File: config.mk
export PLATFORM = sky130hd
export DESIGN_NAME = shutdown_pattern_det
export DESIGN_NICKNAME = d
export VERILOG_FILES = /design/src/rtl/shutdown_pattern_det_pkg.sv /design/src/rtl/line_sync_edge.sv /design/src/rtl/tick_gen.sv /design/src/rtl/interval_meter.sv /design/src/rtl/shutdown_pattern_det.sv
export SDC_FILE = /design/constraint.sdc
export NUM_CORES = 1
export LEC_CHECK = 0
export ABC_AREA = 1
export BUFFER_PORTS_ARGS = -buffer_cell sky130_fd_sc_hd__buf_4
export CORE_MARGIN = 2
export CORE_UTILIZATION = 30
export DETAILED_ROUTE_END_ITERATION = 10
export MAX_ROUTING_LAYER = met4
export PLACE_DENSITY = 0.41
export SYNTH_ARGS = -nofsm -noshare
export SYNTH_HDL_FRONTEND = slang
export SYNTH_SLANG_ARGS = --single-unit
File: constraint.sdc
create_clock -name clk_i -period 2.4 [get_ports clk_i]
set_input_delay 0.24 -clock clk_i [delete_from_list [all_inputs] [get_ports clk_i]]
set_output_delay 0.24 -clock clk_i [all_outputs]
set_load 0.05 [all_outputs]
File: src/rtl/shutdown_pattern_det_pkg.sv
package shutdown_pattern_det_pkg;
  typedef enum logic [1:0] {
    ST_ARMED   = 2'd0,
    ST_FIRST   = 2'd1,
    ST_SECOND  = 2'd2,
    ST_LATCHED = 2'd3
  } det_state_e;
endpackage

File: src/rtl/line_sync_edge.sv
module line_sync_edge #(
  parameter int unsigned STAGES   = 2,
  parameter logic        IDLE_LVL = 1'b1
) (
  input  logic clk_i,
  input  logic rst_ni,
  input  logic line_i,
  output logic level_o,
  output logic rise_o,
  output logic fall_o
);
  logic [STAGES-1:0] sync_q;
  logic              prev_q;

  generate
    if (STAGES == 1) begin : g_one
      always_ff @(posedge clk_i or negedge rst_ni)
        if (!rst_ni) sync_q <= IDLE_LVL;
        else         sync_q <= line_i;
    end else begin : g_many
      always_ff @(posedge clk_i or negedge rst_ni)
        if (!rst_ni) sync_q <= {STAGES{IDLE_LVL}};
        else         sync_q <= {sync_q[STAGES-2:0], line_i};
    end
  endgenerate

  always_ff @(posedge clk_i or negedge rst_ni)
    if (!rst_ni) prev_q <= IDLE_LVL;
    else         prev_q <= sync_q[STAGES-1];

  assign level_o = sync_q[STAGES-1];
  assign rise_o  = level_o & ~prev_q;
  assign fall_o  = ~level_o & prev_q;
endmodule

File: src/rtl/tick_gen.sv
module tick_gen #(
  parameter int unsigned DIV = 50000
) (
  input  logic clk_i,
  input  logic rst_ni,
  output logic tick_o
);
  generate
    if (DIV <= 1) begin : g_pass
      assign tick_o = 1'b1;
    end else begin : g_div
      localparam int unsigned W = $clog2(DIV);
      localparam logic [W-1:0] LAST = W'(DIV - 1);
      logic [W-1:0] div_q;
      always_ff @(posedge clk_i or negedge rst_ni)
        if (!rst_ni)            div_q <= '0;
        else if (div_q == LAST) div_q <= '0;
        else                    div_q <= div_q + 1'b1;
      assign tick_o = (div_q == LAST);
    end
  endgenerate
endmodule

File: src/rtl/interval_meter.sv
module interval_meter #(
  parameter int unsigned SAT_TICKS = 131,
  parameter int unsigned MIN_TICKS = 90,
  parameter int unsigned MAX_TICKS = 110,
  localparam int unsigned CNT_W    = $clog2(SAT_TICKS + 1)
) (
  input  logic             clk_i,
  input  logic             rst_ni,
  input  logic             tick_i,
  input  logic             restart_i,
  output logic [CNT_W-1:0] cnt_o,
  output logic             in_win_o
);
  localparam logic [CNT_W-1:0] SAT = CNT_W'(SAT_TICKS);
  localparam logic [CNT_W-1:0] LO  = CNT_W'(MIN_TICKS);
  localparam logic [CNT_W-1:0] HI  = CNT_W'(MAX_TICKS);

  logic [CNT_W-1:0] cnt_q;
  logic [CNT_W-1:0] meas;
  logic             sat;

  assign sat  = (cnt_q == SAT);
  // length including a tick landing on the closing edge
  assign meas = (sat || !tick_i) ? cnt_q : cnt_q + 1'b1;

  always_ff @(posedge clk_i or negedge rst_ni)
    if (!rst_ni)               cnt_q <= SAT;
    else if (restart_i)        cnt_q <= '0;
    else if (tick_i && !sat)   cnt_q <= cnt_q + 1'b1;

  assign in_win_o = (meas >= LO) && (meas <= HI) && (meas != SAT);
  assign cnt_o    = cnt_q;
endmodule

File: src/rtl/shutdown_pattern_det.sv
module shutdown_pattern_det
  import shutdown_pattern_det_pkg::*;
#(
  parameter int unsigned TICK_DIV    = 50000,
  parameter int unsigned NOM_TICKS   = 100,
  parameter int unsigned TOL_TICKS   = 10,
  parameter int unsigned SAT_TICKS   = 131,
  parameter int unsigned SYNC_STAGES = 2,
  localparam int unsigned MIN_TICKS  = NOM_TICKS - TOL_TICKS,
  localparam int unsigned MAX_TICKS  = NOM_TICKS + TOL_TICKS,
  localparam int unsigned CNT_W      = $clog2(SAT_TICKS + 1)
) (
  input  logic       clk_i,
  input  logic       rst_ni,
  input  logic       line_i,
  output logic       shutdown_o,
  output logic [1:0] state_o
);
  logic             tick;
  logic             level;
  logic             edge_rise;
  logic             edge_fall;
  logic             edge_any;
  logic             in_win;
  logic [CNT_W-1:0] iv_cnt;

  det_state_e state_q;
  logic       first_ok_q;
  logic       shut_q;

  line_sync_edge #(.STAGES(SYNC_STAGES), .IDLE_LVL(1'b1)) u_sync (
    .clk_i  (clk_i),
    .rst_ni (rst_ni),
    .line_i (line_i),
    .level_o(level),
    .rise_o (edge_rise),
    .fall_o (edge_fall)
  );

  tick_gen #(.DIV(TICK_DIV)) u_tick (
    .clk_i (clk_i),
    .rst_ni(rst_ni),
    .tick_o(tick)
  );

  assign edge_any = edge_rise | edge_fall;

  interval_meter #(
    .SAT_TICKS(SAT_TICKS),
    .MIN_TICKS(MIN_TICKS),
    .MAX_TICKS(MAX_TICKS)
  ) u_meter (
    .clk_i    (clk_i),
    .rst_ni   (rst_ni),
    .tick_i   (tick),
    .restart_i(edge_any),
    .cnt_o    (iv_cnt),
    .in_win_o (in_win)
  );

  always_ff @(posedge clk_i or negedge rst_ni) begin
    if (!rst_ni) begin
      state_q    <= ST_ARMED;
      first_ok_q <= 1'b0;
      shut_q     <= 1'b0;
    end else begin
      unique case (state_q)
        ST_ARMED: if (edge_fall) begin
          first_ok_q <= 1'b0;
          state_q    <= ST_FIRST;
        end
        ST_FIRST: if (edge_rise) begin
          first_ok_q <= in_win;
          state_q    <= ST_SECOND;
        end
        ST_SECOND: if (edge_fall) begin
          if (first_ok_q && in_win) shut_q <= 1'b1;
          state_q <= ST_LATCHED;
        end
        ST_LATCHED: if (edge_rise) begin
          first_ok_q <= 1'b0;
          state_q    <= ST_ARMED;
        end
        default: state_q <= ST_ARMED;
      endcase
    end
  end

  assign shutdown_o = shut_q;
  assign state_o    = state_q;

  logic unused_level;
  assign unused_level = level;
endmodule

# Yosys cells after proc, flatten, opt, wreduce, memory -nomap -nowiden
# Cells that the tools add are included.
[op_classes]
n_addsub = 2
eq_ne = 10
n_bitwise = 5
n_lt_le_gt_ge = 2
reduce_logical = 13
mux = 13
[op_table]
columns = ["op", "n"]
rows = [
  ["8-bit 2-to-1 mux", 3],
  ["16-bit by 1-bit adder with 16-bit output (second input constant)", 1],
  ["16-bit == test (second input constant)", 1],
  ["16-bit 2-to-1 mux", 1],
  ["8-bit by 1-bit adder with 8-bit output (second input constant)", 1],
  ["8-bit == test (second input constant)", 1],
  ["8-bit by 7-bit >= comparator with 1-bit output (second input constant)", 1],
  ["8-bit by 7-bit less-or-equal comparator with 1-bit output (second input constant)", 1],
  ["2-bit 2-to-1 mux", 4],
  ["2-bit != test (second input constant)", 4],
  ["8-bit != test (second input constant)", 1],
  ["2-bit case mux with 4 select lines", 1],
  ["4-bit AND reduction", 2],
  ["2-bit == test (second input constant)", 2],
  ["1-bit logical AND", 4],
  ["1-bit 2-to-1 mux", 3],
  ["1-bit case mux with 3 select lines", 1],
  ["3-bit AND reduction", 1],
  ["3-bit nonzero test", 1],
  ["1-bit AND", 2],
  ["2-bit by 1-bit == test with 1-bit output (second input constant)", 1],
  ["1-bit zero test", 2],
  ["2-bit zero test", 1],
  ["1-bit inverter", 2],
  ["3 further kinds", 3],
]
[word_totals]
regBits = 31
input_bits = 3
word_cells = 52

# Logic depth before layout (Yosys ltp)
# Gate-level depths: netlist (run 1).
[logic_depth]
ltp_word = 9
mapped_depth = 13
depth_no_buf = 13

# Modules after synthesis
# Synthesis (run 1) repeated with hierarchy kept, for this count alone.
[unflattened]
cells_unflattened = 236
hier_area_um2 = 1783.0
[modules_own_cells]
columns = ["module", "area_per_inst_um2", "cells_per_inst", "n_inst"]
rows = [
  ["tick_gen", 877.1, 121, 1],
  ["interval_meter", 521.8, 74, 1],
  ["shutdown_pattern_det", 290.3, 34, 1],
  ["line_sync_edge", 93.8, 7, 1],
]

# Worst setup path before layout (run 1)
# Ideal clock, no wire load.
[synth_timing]
kind = "register to register"
start = "reg u_meter.cnt_q[0], in the netlist u_meter.cnt_o[0]"
end = "reg shut_q, in the netlist shutdown_o"
path_slack_ps = 707
setup_ps = 66
synth_period_minus_slack_ps = 1693
arrival_time_ps = 1628
path_stages_with_launch = 11
cell_sequence = "dfstp_2 ha_1 inv_1 nor2_1 nand2_2 nand3_1 nor2_1 xor2_1 nor2_1 nand4_1 nand2_1"
[synth_between]
elab_chain_len = 8
elab_cells_between_ends = 11
[synth_rtl]
columns = ["item", "line_no", "text"]
rows = [
  ["start, declared", "interval_meter.sv:18", "logic [CNT_W-1:0] cnt_q;"],
  ["start signal, assigned", "interval_meter.sv:29", "else if (tick_i && !sat) cnt_q <= cnt_q + 1'b1;"],
  ["parallel branches: the longest is 2 deep, another holds 8-bit by 1-bit adder with 8-bit output", "n/a", ""],
  ["8-bit 2-to-1 mux (*)", "interval_meter.sv:24", "assign meas = (sat || !tick_i) ? cnt_q : cnt_q + 1'b1;"],
  ["8-bit by 7-bit >= comparator with 1-bit output / 8-bit by 7-bit less-or-equal comparator with 1-bit output (equally long branches)", "interval_meter.sv:31", "assign in_win_o = (meas >= LO) && (meas <= HI) && (meas != SAT);"],
  ["1-bit logical AND", "interval_meter.sv:31", ""],
  ["1-bit logical AND (*)", "interval_meter.sv:31", ""],
  ["1-bit logical AND (*)", "shutdown_pattern_det.sv:77", "if (first_ok_q && in_win) shut_q <= 1'b1;"],
  ["3-bit AND reduction (no source line) (*)", "n/a", ""],
  ["end signal, assigned", "shutdown_pattern_det.sv:65", "shut_q <= 1'b0;"],
  ["end signal, assigned", "shutdown_pattern_det.sv:77", ""],
  ["end, declared", "shutdown_pattern_det.sv:29", "logic shut_q;"],
]
# Every way passes the cells marked *.
# A chain may end at the register's enable or synchronous reset.

# Final worst setup path (run 1)
[layout_timing]
start = "reg u_meter.cnt_q[0], in the netlist u_meter.cnt_o[0]"
end = "reg first_ok_q"
[layout_between]
elab_chain_len = 8
elab_cells_between_ends = 11
[layout_rtl]
columns = ["item", "line_no", "text"]
rows = [
  ["parallel branches: the longest is 2 deep, another holds 8-bit by 1-bit adder with 8-bit output", "n/a", ""],
  ["8-bit 2-to-1 mux (*)", "interval_meter.sv:24", ""],
  ["8-bit by 7-bit >= comparator with 1-bit output / 8-bit by 7-bit less-or-equal comparator with 1-bit output (equally long branches)", "interval_meter.sv:31", ""],
  ["1-bit logical AND", "interval_meter.sv:31", ""],
  ["1-bit logical AND (*)", "interval_meter.sv:31", ""],
  ["1-bit 2-to-1 mux (*)", "shutdown_pattern_det.sv:72", "ST_FIRST: if (edge_rise) begin"],
  ["1-bit case mux with 3 select lines (*)", "shutdown_pattern_det.sv:67", "unique case (state_q)"],
  ["end signal, assigned", "shutdown_pattern_det.sv:73", "first_ok_q <= in_win;"],
  ["end, declared", "shutdown_pattern_det.sv:28", "logic first_ok_q;"],
]
# Every way passes the cells marked *. The select of a mux whose other input is x is not followed.

==> results.py, run 1 <==
metrics = {
    "synthesis": {
        "ys_types": 24,
        "synthSimpleGateAreaFrac_pct": 34.6,
        "synth_compound_area_share_pct": 4.29,
        "syn_inst": 241,
        "synth.area.mux_share_pct": 0,
        "syn-num-nets": 252,
        "synth_xor_area_share_pct": 4.29,
        "synth_adder_area_share_pct": 5.45,
        "avgSynthCellArea_um2": 7.63,
        "synth_top_family_by_area": "simple AND/OR/NAND/NOR gates",
        "ys_seq_area_share_pct": 42.6,
        "ys_warn_count": 0,
        "netlist_area_um2": 1840,
        "ys_ff_latch": 31,
    },
    "sta": {
        "rsz0062_at_grt": "no",
        "slew_headroom_pct": 69.9,
        "drv_slew": 0,
        "skew_ns": 0.0117,
        "timing.fmax_ghz": 0.515,
        "setup_tns_ns": 0,
        "timing.final.crit_share_pct": 80.9,
        "whs_ns": 0.0684,
        "setup_viol": 0,
        "fin_ws_ns": 0.459,
        "period_minus_slack_ns": 1.94,
        "hold_viol": 0,
        "worst_slew_pin_slew_ns": 0.448,
    },
    "drt": {
        "antenna_left": 0,
        "viasPerCell": 4.32,
        "drt_iter0_drc": 90,
        "post-route-drc-count": 0,
        "vias": 1426,
        "first_pass_iters": 4,
        "routed_wl_mm": 3.58,
        "post_drt_wl_per_cell_um": 10.8,
    },
    "clock_network": {
        "cts-root-buf": "clkbuf_8",
        "clkLatencyLatePin_ns": 0.29,
        "htreeDepth": 2,
        "cts_tree": "done",
        "clk_pin_slew_ns": 0.07,
        "cts-buffers-inserted": 5,
        "cts_num_sinks": 31,
        "cts_buffer_depth": 2,
    },
    "critical_path": {
        "critPathSlowestCell": "dfstp_2",
        "r2r_cells": 10,
        "required_ns": 2.63,
        "cp-end-kind": "register",
        "cpMostUsedCell": "nor2_1",
        "cp.arrival_ns": 2.17,
        "start_kind": "register",
        "rr_endpoint": "first_ok_q",
        "cp_slowest_stage_delay_ns": 0.56,
        "crit_family": "simple AND/OR/NAND/NOR gates",
        "worst-path-buf-inv": 1,
        "r2r-start": "u_meter.cnt_o[0]",
        "worstPathMaxFanout": 8,
        "reg2reg_setup_slack_ns": 0.46,
        "cp_cell_sequence": "ha_1 > inv_1 > nor2_1 > nand2_2 > nand3_1 > nor2_1 > xor2_1 > nor2_1 > nand4_1 > nand2_1",
        "worstSetupPathType": "reg2reg",
    },
    "global_route": {
        "grt_max_degree": 32,
        "grt_usage_pct": 12.9,
        "grt_pass1_vias": 1475,
        "grt_pass1_wl_mm": 6.52,
        "antenna_found_initial": 0,
        "grt_overflow": 0,
    },
    "place": {
        "place_area_um2": 1970,
        "portBuffers": 5,
        "dp_hpwl_mm": 2.70,
        "gp_congestion": 0.807,
        "dp_slack_ns": 0.448,
        "place_inst": 321,
    },
    "run": {
        "cap_violations": 0,
    },
    "final_layout": {
        "drive_above_1_share_pct": 15.7,
        "stdcell_area_um2": 2060,
        "fin_util_pct": 34.8,
        "fin_cells": 330,
        "nets": 265,
        "antennaDiodeCount": 0,
        "syn_to_final_growth_pct": 12.1,
    },
    "min_path": {
        "hold_path_class": "in2reg",
        "min_to": "u_sync.sync_q[0]",
        "holdPathStages": 1,
        "hp-start": "line_i",
    },
    "floorplanning": {
        "die_y_um": 82.3,
        "initial_utilization_pct": 31.0,
        "rows": 28,
        "die_w_um": 82.3,
        "ios": 6,
        "coreArea_um2": 5920,
        "dieArea_um2": 6770,
    },
    "power": {
        "p_leak_nw": 0.994,
        "irDropWorstVdd_mv": 0.424,
        "p_per_area_nw_per_um2": 592,
        "power_mw": 1.22,
    },
    "run_status": {
        "status": "finished, final reports clean",
    },
}
==> placed cells by master, fill, tap and decap left out, drive strengths merged <==
cell / synthesis / routed
nand2: 57 / 57
nor2: 50 / 50
inv: 43 / 43
dfrtp: 25 / 25
nand3: 16 / 16
a21oi: 8 / 8
ha: 8 / 8
xor2: 7 / 7
clkbuf: 0 / 7
nand4: 6 / 6
o21ai: 6 / 6
dfstp: 6 / 6
buf: 0 / 5
nor4: 3 / 3
xnor2: 2 / 2
nor3b: 1 / 1
o221ai: 1 / 1
nor3: 1 / 1
and3: 1 / 1
clkinv: 0 / 1
dlygate4sd3: 0 / 1
==> cell families after synthesis <==
logic type	count (synthesis)
and+or+nand+nor	135
AOI/OAI and AO/OA	15
buffers and inverters	43
DFF	31
adders and majority gates	8
xor gates and xnor gates	9
==> per-layer routing <==
layer / share of wire, % / up-vias / GRT usage (%)
li1: - / 767 / -
met1: 53 / 638 / 17.1
met2: 43 / 13 / 19.0
met3: 2.4 / 8 / 3.26
met4: 2.0 / 0 / 5.00
met5: 0 / - / -
==> area by class of cell <==
class,instances,area (µm²)
well taps,75,93.8
fillers,631,3860
multi-input cells,167,893
clock buffers,7,76.3
clock inverters,1,5.00
inverters,43,161
repair buffers,6,47.5
flip-flops and latches,31,783
==> worst max-delay path by stage <==
stage                     start    endpoint  slack [ns]  cells past startpoint
2_1_floorplan  u_meter.cnt_o[0]  shutdown_o        0.71                     10
3_3_place_gp   u_meter.cnt_o[0]  shutdown_o        0.43                     12
3_5_place_dp   u_meter.cnt_o[0]  first_ok_q        0.45                     10
4_1_cts        u_meter.cnt_o[0]  first_ok_q        0.43                     10
5_1_grt        u_meter.cnt_o[0]  first_ok_q        0.21                     10
6_report       u_meter.cnt_o[0]  first_ok_q        0.46                     10
==> synth_stat cells <==
master | count | share of area [%]
ha_1 | 8 | 5.4
dfstp_2 | 6 | 8.6
o21ai_0 | 6 | 1.6
nand2_1 | 53 | 11
nor2_4 | 2 | 1.2
inv_2 | 5 | 1.0
xor2_1 | 7 | 3.3
nor2_1 | 41 | 8.4
nor4_2 | 1 | 0.68
nor3_1 | 1 | 0.27
nor4_4 | 1 | 1.2
dfrtp_1 | 25 | 34
inv_1 | 38 | 7.8
xnor2_1 | 2 | 0.95
nand4_1 | 6 | 2.0
nand3_2 | 2 | 1.1
o221ai_1 | 1 | 0.48
nor3b_2 | 1 | 0.68
a21oi_1 | 8 | 2.2
nor4_1 | 1 | 0.34
nor2_2 | 7 | 2.4
and3_1 | 1 | 0.34
nand2_2 | 4 | 1.4
nand3_1 | 14 | 3.8
==> power breakdown <==
part	total (mW)	switching [mW]	internal (mW)	leakage, nW
clock network	0.397	0.194	0.203	0.0422
registers	0.568	0.0210	0.547	0.392
logic	0.255	0.173	0.0817	0.559
total	1.22	0.388	0.832	0.994
==> registers in the layout (all words and copies together) (netlist names) <==
| name | count |
|---|---|
| state_o | 2 |
| u_tick.g_div.div_q | 16 |
| u_sync.sync_q | 2 |
| first_ok_q | 1 |
| u_sync.prev_q | 1 |
| shutdown_o | 1 |
| u_meter.cnt_o | 8 |
==> repair_timing <==
action,4_1_cts,5_1_grt
buffers inserted,0,0
hold endpoints to repair,25,0
gates resized for setup,0,0
hold buffers,1,0
Note: power is estimated with default switching activity, not from simulation.
==> inputs of run 2 (changes only) <==
clock period = 1.8 ns   (was 2.4 ns; I/O delays follow)
==> run 2 against run 1 <==
Effect of this change: flip-flop and latch count unchanged; register-to-register slack worse by 0.36 ns; clock power up 53%; critical path depth up 2; worst setup slack worse by 0.36 ns; final cell count up 4.8%; clock skew down 0.0060 ns; via count up 7.0%; critical endpoint is now shutdown_o; largest power group unchanged.
==> results.py, run 2 (synthesis results as in run 1) <==
metrics = {
    "global_route": {
        "grt.met3_usage_pct": 3.26,
        "grt_usage_pct": 13.4,
        "grt_max_degree": 32,
        "grt.busiest_layer": "met2",
        "grt_pass1_vias": 1447,
        "grt_overflow": 0,
        "grt_pass1_wl_mm": 6.62,
        "global_route.usage.met2_pct": 19.4,
        "grt_util_met1_pct": 17.8,
        "antenna_found_initial": 0,
    },
    "min_path": {
        "hp-start": "u_sync.sync_q[0]",
        "min_to": "u_sync.sync_q[1]",
        "holdPathStages": 0,
        "hold_path_class": "reg2reg",
    },
    "clock_network": {
        "clk_pin_slew_ns": 0.07,
        "cts_buffer_depth": 2,
        "htreeDepth": 2,
        "cts_tree": "done",
        "clkLatencyLatePin_ns": 0.28,
        "cts-root-buf": "clkbuf_8",
        "cts_num_sinks": 31,
        "cts-buffers-inserted": 5,
    },
    "place": {
        "portBuffers": 5,
        "dp_hpwl_mm": 2.92,
        "dp_slack_ns": 0.00980,
        "gp_congestion": 0.847,
    },
    "final_layout": {
        "nets": 281,
        "largest_register_ff_count": 16,
        "multi_input_area_um2": 1040,
        "fin_util_pct": 39.7,
        "layout.area.seq_um2": 783,
        "drive_above_1_share_pct": 30.6,
        "layout.cells.most_common_list": "44 x nand2_1, 37 x inv_1, 34 x nor2_1, 25 x dfrtp_1, 20 x buf_4",
        "final_common_cell": "nand2_1",
        "antennaDiodeCount": 0,
        "syn_to_final_growth_pct": 27.8,
        "n_fill_cell": 612,
        "top_register": "u_tick.g_div.div_q",
    },
    "critical_path": {
        "r2r_cells": 12,
        "worst-path-buf-inv": 1,
        "startpoint": "u_tick.g_div.div_q[1]",
        "start_kind": "register",
        "cp_cell_sequence": "ha_2 > nand3_4 > inv_4 > nand3_1 > nor2_4 > nand3_1 > nand2_2 > nor2_1 > nand2_1 > nand2_1 > nand4_1 > nand2_1",
        "r2r-start": "u_tick.g_div.div_q[1]",
        "cpMostUsedCell": "nand2_1",
        "reg2reg_setup_slack_ns": 0.1,
        "worstSetupPathType": "reg2reg",
        "cp.arrival_ns": 1.88,
        "worstPathMaxFanout": 5,
        "cp_slowest_stage_delay_ns": 0.37,
        "critPathSlowestCell": "dfrtp_1",
        "cp-end-kind": "register",
        "crit_family": "simple AND/OR/NAND/NOR gates",
        "required_ns": 1.98,
        "rr_endpoint": "shutdown_o",
    },
    "drt": {
        "drt_iter0_drc": 94,
        "routed_wl_mm": 3.94,
        "antenna_left": 0,
        "post-route-drc-count": 0,
        "viasPerCell": 4.41,
        "first_pass_iters": 4,
        "vias": 1526,
        "post_drt_wl_per_cell_um": 11.4,
    },
    "sta": {
        "whs_ns": 0.361,
        "setup_viol": 0,
        "rsz0062_at_grt": "yes",
        "fin_ws_ns": 0.0990,
        "period_minus_slack_ns": 1.70,
        "slew_headroom_pct": 66.7,
        "skew_ns": 0.00571,
        "timing.final.crit_share_pct": 94.5,
        "worst_slew_pin_slew_ns": 0.495,
        "timing.fmax_ghz": 0.588,
        "drv_slew": 0,
        "setup_tns_ns": 0,
        "hold_viol": 0,
    },
    "floorplanning": {
        "die_y_um": 82.3,
        "initial_utilization_pct": 31.0,
        "dieArea_um2": 6770,
        "ios": 6,
        "rows": 28,
        "die_w_um": 82.3,
        "coreArea_um2": 5920,
    },
    "power": {
        "p_leak_nw": 1.11,
        "p_per_area_nw_per_um2": 725,
        "irDropWorstVdd_mv": 0.588,
    },
    "run": {
        "cap_violations": 0,
    },
    "run_status": {
        "status": "finished, final reports clean",
    },
}
## run 2: report_power, final
part           switching, mW  internal [mW]
clock network          0.258          0.349
registers             0.0284          0.729
logic                  0.230          0.110
## run 2: routing by layer
| metal | wire length [µm] | up-vias | part of all wire (%) |
|---|---|---|---|
| li1 | - | 804 | - |
| met1 | 1910 | 697 | 48 |
| met2 | 1850 | 15 | 47 |
| met3 | 89 | 10 | 2.3 |
| met4 | 93 | 0 | 2.4 |
| met5 | 0 | - | 0 |
## run 2: worst max path at each step
stage	endpoint	cells after the start	slack [ns]
finish	shutdown_o	12	0.1
global route	shutdown_o	13	-0.03
CTS	shutdown_o	10	0.03
detailed placement	shutdown_o	10	0.01
global placement	shutdown_o	10	0.05
floorplan	shutdown_o	10	0.11
## run 2: area by class of cell
type	instances	area share [%]
clock buffers	8	4.26
inverters	43	6.98
multi-input cells	167	44.2
flip-flops and latches	31	33.4
well taps	75	4.00
repair buffers	22	7.25
## run 2: through the flow
stage          instances  area [µm²]  power (mW)
2_1_floorplan        241        1840        1.01
3_3_place_gp         332        2050        1.11
3_5_place_dp         332        2050        1.11
4_1_cts              342        2180        1.74
5_1_grt              346        2350        1.81
6_report             346        2350        1.70
## run 2: repair_timing
item,in CTS,in global routing
hold buffers,2,0
setup buffers,0,4
endpoints found under the hold margin,26,0
endpoints found under the setup margin,2,6
resized for setup,1,37
pin swaps,0,21
## run 2: worst reg2reg max path: stages (launching register included)
cell,delay (ns)
dfrtp_1,0.37
ha_2,0.21
nand3_4,0.13
inv_4,0.09
nand3_1,0.12
nor2_4,0.14
nand3_1,0.12
nand2_2,0.11
nor2_1,0.05
nand2_1,0.05
nand2_1,0.07
nand4_1,0.09
nand2_1,0.05
